## src/rtl/ftp_pkg.sv

```systemverilog
package ftp_pkg;
  localparam int DATA_W = 8;
  localparam int TGL_BIT = 6;
  localparam int ERR_BIT = 5;

  typedef enum logic [1:0] {BUS_IDLE, BUS_ISSUE, BUS_WAIT} bus_st_e;
  typedef enum logic [2:0] {PH_FIRST, PH_POLL, PH_CHK_A, PH_CHK_B, PH_VERIFY} phase_e;
  typedef enum logic [1:0] {ACT_READ, ACT_PASS, ACT_FAIL} act_e;
endpackage

```

## src/rtl/ftp_budget.sv

```systemverilog
module ftp_budget #(
  parameter int MAX_POLLS = 4096
) (
  input  logic clk,
  input  logic rst_n,
  input  logic clr,
  input  logic inc,
  output logic last
);
  localparam int CW = $clog2(MAX_POLLS + 1);
  localparam logic [CW-1:0] LAST_V = CW'(MAX_POLLS - 1);
  logic [CW-1:0] cnt;

  always_ff @(posedge clk or negedge rst_n) begin
    if (!rst_n)   cnt <= '0;
    else if (clr) cnt <= '0;
    else if (inc) cnt <= cnt + 1'b1;
  end

  // High while the response being judged is read number MAX_POLLS
  assign last = (cnt == LAST_V);
endmodule

```

## src/rtl/ftp_judge.sv

```systemverilog
module ftp_judge import ftp_pkg::*; (
  input  phase_e            ph,
  input  logic              is_prog,
  input  logic              prev_t,
  input  logic              budget_last,
  input  logic [DATA_W-1:0] rsp,
  input  logic [DATA_W-1:0] exp_byte,
  output act_e              act,
  output phase_e            nxt_ph
);
  logic settled, err;
  act_e   fin_act;
  phase_e fin_ph;

  assign settled = (rsp[TGL_BIT] == prev_t);
  assign err     = rsp[ERR_BIT];

  // Action taken once the toggle flag is judged settled
  always_comb begin
    if (is_prog) begin
      fin_act = ACT_READ;
      fin_ph  = PH_VERIFY;
    end else begin
      fin_act = ACT_PASS;
      fin_ph  = PH_FIRST;
    end
  end

  always_comb begin
    act    = ACT_READ;
    nxt_ph = ph;
    unique case (ph)
      PH_FIRST: nxt_ph = PH_POLL;
      PH_POLL: begin
        if (settled) begin
          act    = fin_act;
          nxt_ph = fin_ph;
        end else if (err) begin
          nxt_ph = PH_CHK_A;
        end else if (budget_last) begin
          act = ACT_FAIL;
        end
      end
      PH_CHK_A: nxt_ph = PH_CHK_B;
      PH_CHK_B: begin
        if (settled) begin
          act    = fin_act;
          nxt_ph = fin_ph;
        end else begin
          act = ACT_FAIL;
        end
      end
      PH_VERIFY: act = (rsp == exp_byte) ? ACT_PASS : ACT_FAIL;
      default: act = ACT_FAIL;
    endcase
  end
endmodule

```

## src/rtl/flash_toggle_poller.sv

```systemverilog
module flash_toggle_poller import ftp_pkg::*; #(
  parameter int ADDR_W    = 20,
  parameter int MAX_POLLS = 4096
) (
  input  logic              clk,
  input  logic              rst_n,
  input  logic              start,
  input  logic              start_op,
  input  logic [ADDR_W-1:0] start_addr,
  input  logic [7:0]        start_data,
  output logic              busy,
  output logic              done,
  output logic              pass,
  output logic              fail,
  output logic              rd_req_valid,
  input  logic              rd_req_ready,
  output logic [ADDR_W-1:0] rd_addr,
  input  logic              rd_rsp_valid,
  input  logic [7:0]        rd_rsp_data
);
  bus_st_e           st;
  phase_e            ph, nxt_ph;
  act_e              act;
  logic              is_prog, prev_t, budget_last;
  logic [ADDR_W-1:0] addr_q;
  logic [DATA_W-1:0] exp_q;
  logic              take, accept, main_rsp;

  assign accept   = (st == BUS_IDLE) && start;
  assign take     = (st == BUS_WAIT) && rd_rsp_valid;
  assign main_rsp = take && ((ph == PH_FIRST) || (ph == PH_POLL));

  ftp_budget #(.MAX_POLLS(MAX_POLLS)) u_budget (
    .clk(clk), .rst_n(rst_n), .clr(accept), .inc(main_rsp), .last(budget_last)
  );

  ftp_judge u_judge (
    .ph(ph), .is_prog(is_prog), .prev_t(prev_t), .budget_last(budget_last),
    .rsp(rd_rsp_data), .exp_byte(exp_q), .act(act), .nxt_ph(nxt_ph)
  );

  always_ff @(posedge clk or negedge rst_n) begin
    if (!rst_n) begin
      st      <= BUS_IDLE;
      ph      <= PH_FIRST;
      is_prog <= 1'b0;
      prev_t  <= 1'b0;
      addr_q  <= '0;
      exp_q   <= '0;
      done    <= 1'b0;
      pass    <= 1'b0;
      fail    <= 1'b0;
    end else begin
      unique case (st)
        BUS_IDLE: if (start) begin
          st      <= BUS_ISSUE;
          ph      <= PH_FIRST;
          is_prog <= ~start_op;
          addr_q  <= start_addr;
          exp_q   <= start_data;
          done    <= 1'b0;
          pass    <= 1'b0;
          fail    <= 1'b0;
        end
        BUS_ISSUE: if (rd_req_ready) st <= BUS_WAIT;
        BUS_WAIT: if (rd_rsp_valid) begin
          prev_t <= rd_rsp_data[TGL_BIT];
          unique case (act)
            ACT_READ: begin
              st <= BUS_ISSUE;
              ph <= nxt_ph;
            end
            ACT_PASS: begin
              st   <= BUS_IDLE;
              done <= 1'b1;
              pass <= 1'b1;
            end
            default: begin
              st   <= BUS_IDLE;
              done <= 1'b1;
              fail <= 1'b1;
            end
          endcase
        end
        default: st <= BUS_IDLE;
      endcase
    end
  end

  assign busy         = (st != BUS_IDLE);
  assign rd_req_valid = (st == BUS_ISSUE);
  assign rd_addr      = addr_q;
endmodule

```

## config.mk

```make
export PLATFORM = sky130hd
export DESIGN_NAME = flash_toggle_poller
export DESIGN_NICKNAME = d
export VERILOG_FILES = /design/src/rtl/ftp_pkg.sv /design/src/rtl/ftp_budget.sv /design/src/rtl/ftp_judge.sv /design/src/rtl/flash_toggle_poller.sv
export SDC_FILE = /design/constraint.sdc
export NUM_CORES = 1
export LEC_CHECK = 0
export BUFFER_PORTS_ARGS = -buffer_cell sky130_fd_sc_hd__buf_4
export CAP_MARGIN = 10
export CORE_AREA = 2 2 71 73
export DETAILED_ROUTE_END_ITERATION = 6
export DIE_AREA = 0 0 73 75
export PLACE_DENSITY = 0.87
export SYNTH_ARGS = -nofsm -noshare
export SYNTH_HDL_FRONTEND = slang
export SYNTH_HIERARCHICAL = 1
export SYNTH_SLANG_ARGS = --single-unit
export TNS_END_PERCENT = 30
```

## constraint.sdc

```tcl
create_clock -name clk -period 3.5 [get_ports clk]
set_input_delay 0.35 -clock clk [delete_from_list [all_inputs] [get_ports clk]]
set_output_delay 0.35 -clock clk [all_outputs]
set_load 0.02 [all_outputs]
```

==> results.sh, run 1 <==
export IMPL_status="finished clean"
export IMPL_drc=0
export IMPL_drt_iter0_drc=123
export IMPL_first_pass_iters=4
export IMPL_core_sq_um=4660
export IMPL_clockBufferDepth=2
export IMPL_ant_nets=0
export IMPL_gp_routability_congestion=0.757
export IMPL_clock_skew_ns=0.00760
export IMPL_h_tree_depth=2
export IMPL_slew_viol_final=0
export IMPL_drive_gt1_share_pct=42.3
export IMPL_async_flop_share_pct=100
export IMPL_grt_max_degree=52
export IMPL_setup_violations=0
export IMPL_overflow=0
export IMPL_finalCritPeriodShare_pct=70.7
export IMPL_cts_buffers=5
export IMPL_io_buffers=66
export IMPL_start_kind="flop"
export IMPL_highest_layer="met4"
export IMPL_fillCellCount=336
export IMPL_power_density_nw_per_um2=799
export IMPL_peakVddDrop_uv=492
export IMPL_critical_path_class="flop to flop"
export IMPL_timing_rr_start="st[0]"
export IMPL_dr_wl_met2_um=2570
export IMPL_cts_sinks=51
export IMPL_place_ws_ns=1.07
export IMPL_die_x_um=73
export IMPL_ys_ff_latch=51
export IMPL_syn2layout_area_growth_pct=22.8
export IMPL_hold_path_class="input pin to asynchronous set/reset pin"
export IMPL_reg2regPathDepth=6
export IMPL_critPathCapture="u_budget/cnt[9]"
export IMPL_clockRootBuffer="clkbuf_8"
export IMPL_startpoint="st[0]"
export IMPL_setup_tns_ns=0
export IMPL_worstPathRequired_ns=3.69
export IMPL_rsz0062_at_grt="no"
export IMPL_tightest_slew_ns=0.890
export IMPL_clock_latency_ns=0.30
export IMPL_worstPathArrival_ns=2.66
export IMPL_met1_length_um=2080
export IMPL_grt_pass1_wl_um=8400
export IMPL_io_pins=67
export IMPL_nets=310
export IMPL_ys_warn_count=6
export IMPL_viasPerCell=5.52
export IMPL_final_util_pct=67.8
export IMPL_synthesis_nets=243
export IMPL_syn_area_per_cell_sq_um=12.9
export IMPL_reg2reg_slack_ns=1.02
export IMPL_min_period_ns=2.48
export IMPL_final_common_cell="buf_4"
export IMPL_endpoint_kind="flop"
export IMPL_max_freq_mhz=404
export IMPL_multi_input_area_sq_um=1180
export IMPL_final_cell_mix="buf_4 (66), dfrtp_1 (51), mux2_4 (27)"
export IMPL_start_util_pct=55.2
export IMPL_syn_area_sq_um=2570
export IMPL_cap_violations=0
export IMPL_synth_edf_count=0
export IMPL_die_h_um=75
export IMPL_hpwlAfterDp_um=3490
export IMPL_via_count=1773
export IMPL_grt_usage_pct=20.2
export IMPL_grt_pass1_vias=1853
export IMPL_syn_inst=200
export IMPL_ctsResizeCount=0
export IMPL_r2r_end="u_budget/cnt[9]"
export IMPL_cellLeakagePower_nw=1.53
export IMPL_synth_cell_types=46
export IMPL_drt_total_wl_um=4940
export IMPL_path_max_fanout=10
export IMPL_dieArea_sq_um=5480
export IMPL_clkTransAtPathRegs_ns=0.09
export IMPL_seq_area_sq_um=1280
export IMPL_final_hold_violation_count=0
export IMPL_antenna_found_initial=0
export IMPL_relSlewSlack_pct=40.7
export IMPL_synth_ff_type="dfrtp_1"
export IMPL_setup_slack_ns=1.02
export IMPL_hold_buffers=0
export IMPL_n_antenna_cell=0
export IMPL_ys_seq_area_share_pct=49.6
export IMPL_post_cts_repair_setup_buffers=0
export IMPL_wl_met3_um=231
export IMPL_tritoncts="done"
export IMPL_wl_per_cell_um=15.4
export IMPL_placement_rows=25
metal layers:
metal,vias up,global-route usage (%)
li1,845,-
met1,869,23.5
met2,53,37.1
met3,6,5.22
met4,0,5.56
met5,-,0
where the power goes:
group	total, mW	internal [mW]	switching [mW]
sequential	0.992	0.806	0.187
clock	0.399	0.209	0.190
combinational	1.13	0.617	0.516
total	2.52	1.63	0.893
stage by stage:
| step | std cells | power (mW) | instance area [sq um] | hold WS [ns] |
|---|---|---|---|---|
| global route | 321 | 2.67 | 3160 | 0.0998 |
| floorplan | 200 | 1.82 | 2570 | 0.0544 |
| global placement | 314 | 2.10 | 3050 | 0.408 |
| CTS | 321 | 2.55 | 3160 | 0.0797 |
| detailed placement | 314 | 2.14 | 3050 | 0.411 |
| finish | 321 | 2.52 | 3160 | 0.0553 |
worst max-delay path, cell delays in order, from the launching register on:
cell	delay, ns
dfrtp_1	0.48
and2b_1	0.29
nand2_2	0.09
nor3_1	0.58
nand4_2	0.28
nor4_1	0.28
mux2_2	0.37
synth_stat cells, types with 4 or more instances:
cell,count,area (sq um)
dfrtp_1,51,1280
mux2_4,27,405
nor2_1,16,60.1
a21oi_1,10,50.1
inv_1,10,37.5
xor2_1,9,78.8
nor2b_1,5,31.3
nor3_1,5,25.0
o21ai_0,4,20.0
state kept, by name, summed over array words and instances (netlist names), 2 cells and up:
name and count:
exp_q 8, u_budget/cnt 13, rd_addr 20, ph 3, st 2
kinds of logic after synthesis:
logic type	synth area share, %
simple gates	13.8
flops	49.6
mux	18.7
compound gates	8.02
buf+inv	4.67
xor+xnor	4.72
fa+ha+maj	0.486
layout make-up:
cell class / instances / share of cell area [%]
inverters: 10 / 1.19
flip-flops and latches: 51 / 40.4
clock inverters: 2 / 1.19
multi-input cells: 133 / 37.3
clock buffers: 5 / 2.18
well taps: 54 / 2.14
repair buffers: 66 / 15.7
worst min path at each step:
stage	from	to	slack (ns)	cells past startpoint
floorplan	rst_n	done	0.05	0
global placement	rst_n	st[1]	0.41	1
detailed placement	rst_n	st[0]	0.41	1
CTS	rst_n	st[1]	0.08	1
global route	rst_n	st[1]	0.1	1
finish	rst_n	st[0]	0.06	1
Power figures use the tool's default switching activity.
==> run 2, diff against run 1 <==
Settings changed: ABC_AREA from default to 1, CORE_AREA 2 2 71 73 to 2 2 74 76, DIE_AREA 0 0 73 75 to 0 0 76 78, PLACE_DENSITY 0.87 to 0.82.
Clock period 3.5 ns to 2.4 ns, I/O delays scaled along.
==> results.sh, run 2 <==
export IMPL_async_flop_share_pct=100
export IMPL_clockRootBuffer="clkbuf_8"
export IMPL_grt_usage_pct=20.0
export IMPL_via_count=2358
export IMPL_clock_skew_ns=0.00757
export IMPL_clock_latency_ns=0.31
export IMPL_viasPerCell=4.78
export IMPL_peakVddDrop_uv=684
export IMPL_worstPathArrival_ns=2.12
export IMPL_n_antenna_cell=0
export IMPL_cellLeakagePower_nw=1.84
export IMPL_synth_top_area_share_pct=49.0
export IMPL_relSlewSlack_pct=58.0
export IMPL_hold_path_class="input pin to flop"
export IMPL_wl_per_cell_um=11.0
export IMPL_synth_cell_types=25
export IMPL_max_freq_mhz=518
export IMPL_first_pass_iters=4
export IMPL_h_tree_depth=2
export IMPL_power_density_nw_per_um2=1030
export IMPL_syn_inst=353
export IMPL_drive_gt1_share_pct=23.2
export IMPL_yosys_area_top_type="dfrtp_1"
export IMPL_die_x_um=76
export IMPL_antenna_found_initial=0
export IMPL_synth_ff_type="dfrtp_1"
export IMPL_nets=465
export IMPL_rsz0062_at_grt="no"
export IMPL_finalCritPeriodShare_pct=80.4
export IMPL_start_kind="flop"
export IMPL_syn_area_per_cell_sq_um=7.37
export IMPL_clkTransAtPathRegs_ns=0.09
export IMPL_grt_pass1_wl_um=9570
export IMPL_syn2layout_area_growth_pct=25.2
export IMPL_drt_iter0_drc=106
export IMPL_cts_sinks=51
export IMPL_path_max_fanout=4
export IMPL_final_util_pct=64.6
export IMPL_hpwlAfterDp_um=3970
export IMPL_final_cell_mix="nand2_1 (162), buf_4 (69), dfrtp_1 (51)"
export IMPL_setup_tns_ns=0
export IMPL_core_sq_um=5040
export IMPL_setup_violations=0
export IMPL_overflow=0
export IMPL_final_hold_violation_count=0
export IMPL_ys_seq_area_share_pct=49.0
export IMPL_placement_rows=26
export IMPL_min_period_ns=1.93
export IMPL_final_common_cell="nand2_1"
export IMPL_slew_viol_final=0
export IMPL_die_h_um=78
export IMPL_drc=0
export IMPL_syn_area_sq_um=2600
export IMPL_ant_nets=0
export IMPL_io_pins=67
export IMPL_ys_warn_count=6
export IMPL_status="finished clean"
export IMPL_dieArea_sq_um=5930
export IMPL_endpoint_kind="flop"
export IMPL_ys_ff_latch=51
export IMPL_largest_reg_flops=20
export IMPL_ctsResizeCount=0
export IMPL_clockBufferDepth=2
export IMPL_synth_most_common_cell="nand2_1"
export IMPL_gp_routability_congestion=0.921
export IMPL_synth_area_leaders="dfrtp_1 (49%), nand2_1 (23%), inv_1 (5.2%)"
export IMPL_critical_path_class="flop to flop"
export IMPL_start_util_pct=51.6
export IMPL_worstPathRequired_ns=2.59
export IMPL_synthesis_nets=396
export IMPL_grt_pass1_vias=2237
export IMPL_synthTopCellsByCount="nand2_1 (162), dfrtp_1 (51), inv_1 (36)"
export IMPL_cts_buffers=5
export IMPL_synth_edf_count=0
export IMPL_grt_max_degree=52
export IMPL_cap_violations=0
export IMPL_drt_total_wl_um=5440
export IMPL_tightest_slew_ns=0.629
export IMPL_io_buffers=66
export IMPL_tritoncts="done"
-- run 2: through the flow --
step                      power [mW]  setup slack (ns)  cells  area [sq um]  hold WS, ns
after global placement          2.87             0.608    484          3160        0.309
final                           3.37             0.471    493          3260        0.112
after floorplan                 2.35             0.462    353          2600      -0.0556
after global routing            3.66             0.258    493          3260       0.0984
after detailed placement        2.91             0.500    484          3160        0.312
after CTS                       3.41             0.479    493          3260        0.103
-- run 2: final timing paths --
path | from | cells after the start | end | slack [ns]
min in group asynchronous | rst_n | 2 | rd_addr[0] | 0.49
min reg2reg | pass | 2 | pass | 0.48
max reg2reg | u_budget/cnt[0] | 12 | st[0] | 0.47
max in group asynchronous | rst_n | 2 | u_budget/cnt[1] | 1.48
min | start_op | 2 | is_prog | 0.11
max | u_budget/cnt[0] | 12 | st[0] | 0.47
-- run 2: metal layers --
| metal | part of all wire [%] | track usage, % | wire length (um) | up-vias |
|---|---|---|---|---|
| met1 | 42 | 22.5 | 2280 | 1081 |
| met3 | 3.3 | 3.72 | 180 | 12 |
| li1 | - | - | - | 1213 |
| met4 | 2.6 | 8.73 | 141 | 0 |
| met2 | 52 | 37.1 | 2830 | 52 |
| met5 | 0 | 0 | 0 | - |
-- run 2: where the power goes --
part	internal, mW	switching (mW)
Sequential	1.15	0.200
Clock	0.203	0.286
Combinational	0.600	0.925
-- run 2: final cells by class --
cell class | instances | area, sq um
clock buffers | 5 | 68.8
clock inverters | 3 | 20.0
inverters | 41 | 154
multi-input cells | 253 | 1120
fillers | 447 | 1780
well taps | 70 | 87.6
repair buffers | 70 | 528
flip-flops and latches | 51 | 1280
-- run 2: repair_timing --
action                                 in CTS  in global routing
buffers inserted                            0                  0
endpoints found under the hold margin      51                  0
hold buffers                                1                  0
-- run 2: worst max-delay path: stages (launching register included) --
cell and delay, ns:
dfrtp_1 0.41, ha_1 0.23, nand3_1 0.20, nor3_1 0.24, nand2_1 0.08, nand2_1 0.06
nand3_1 0.07, nand2_1 0.10, nor2_1 0.06, nand2_1 0.06, nand2_1 0.09, nand2_1 0.14
o21ai_0 0.10
-- run 2: cell families (layout without fill, tap and decap cells) --
group / count (synthesis) / in the layout / synth area share [%]
compound gates: 20 / 20 / 3.99
simple gates: 228 / 228 / 37.1
buf+inv: 49 / 119 / 7.79
flops: 51 / 51 / 49.0
xor+xnor: 4 / 4 / 1.63
fa+ha+maj: 1 / 1 / 0.481
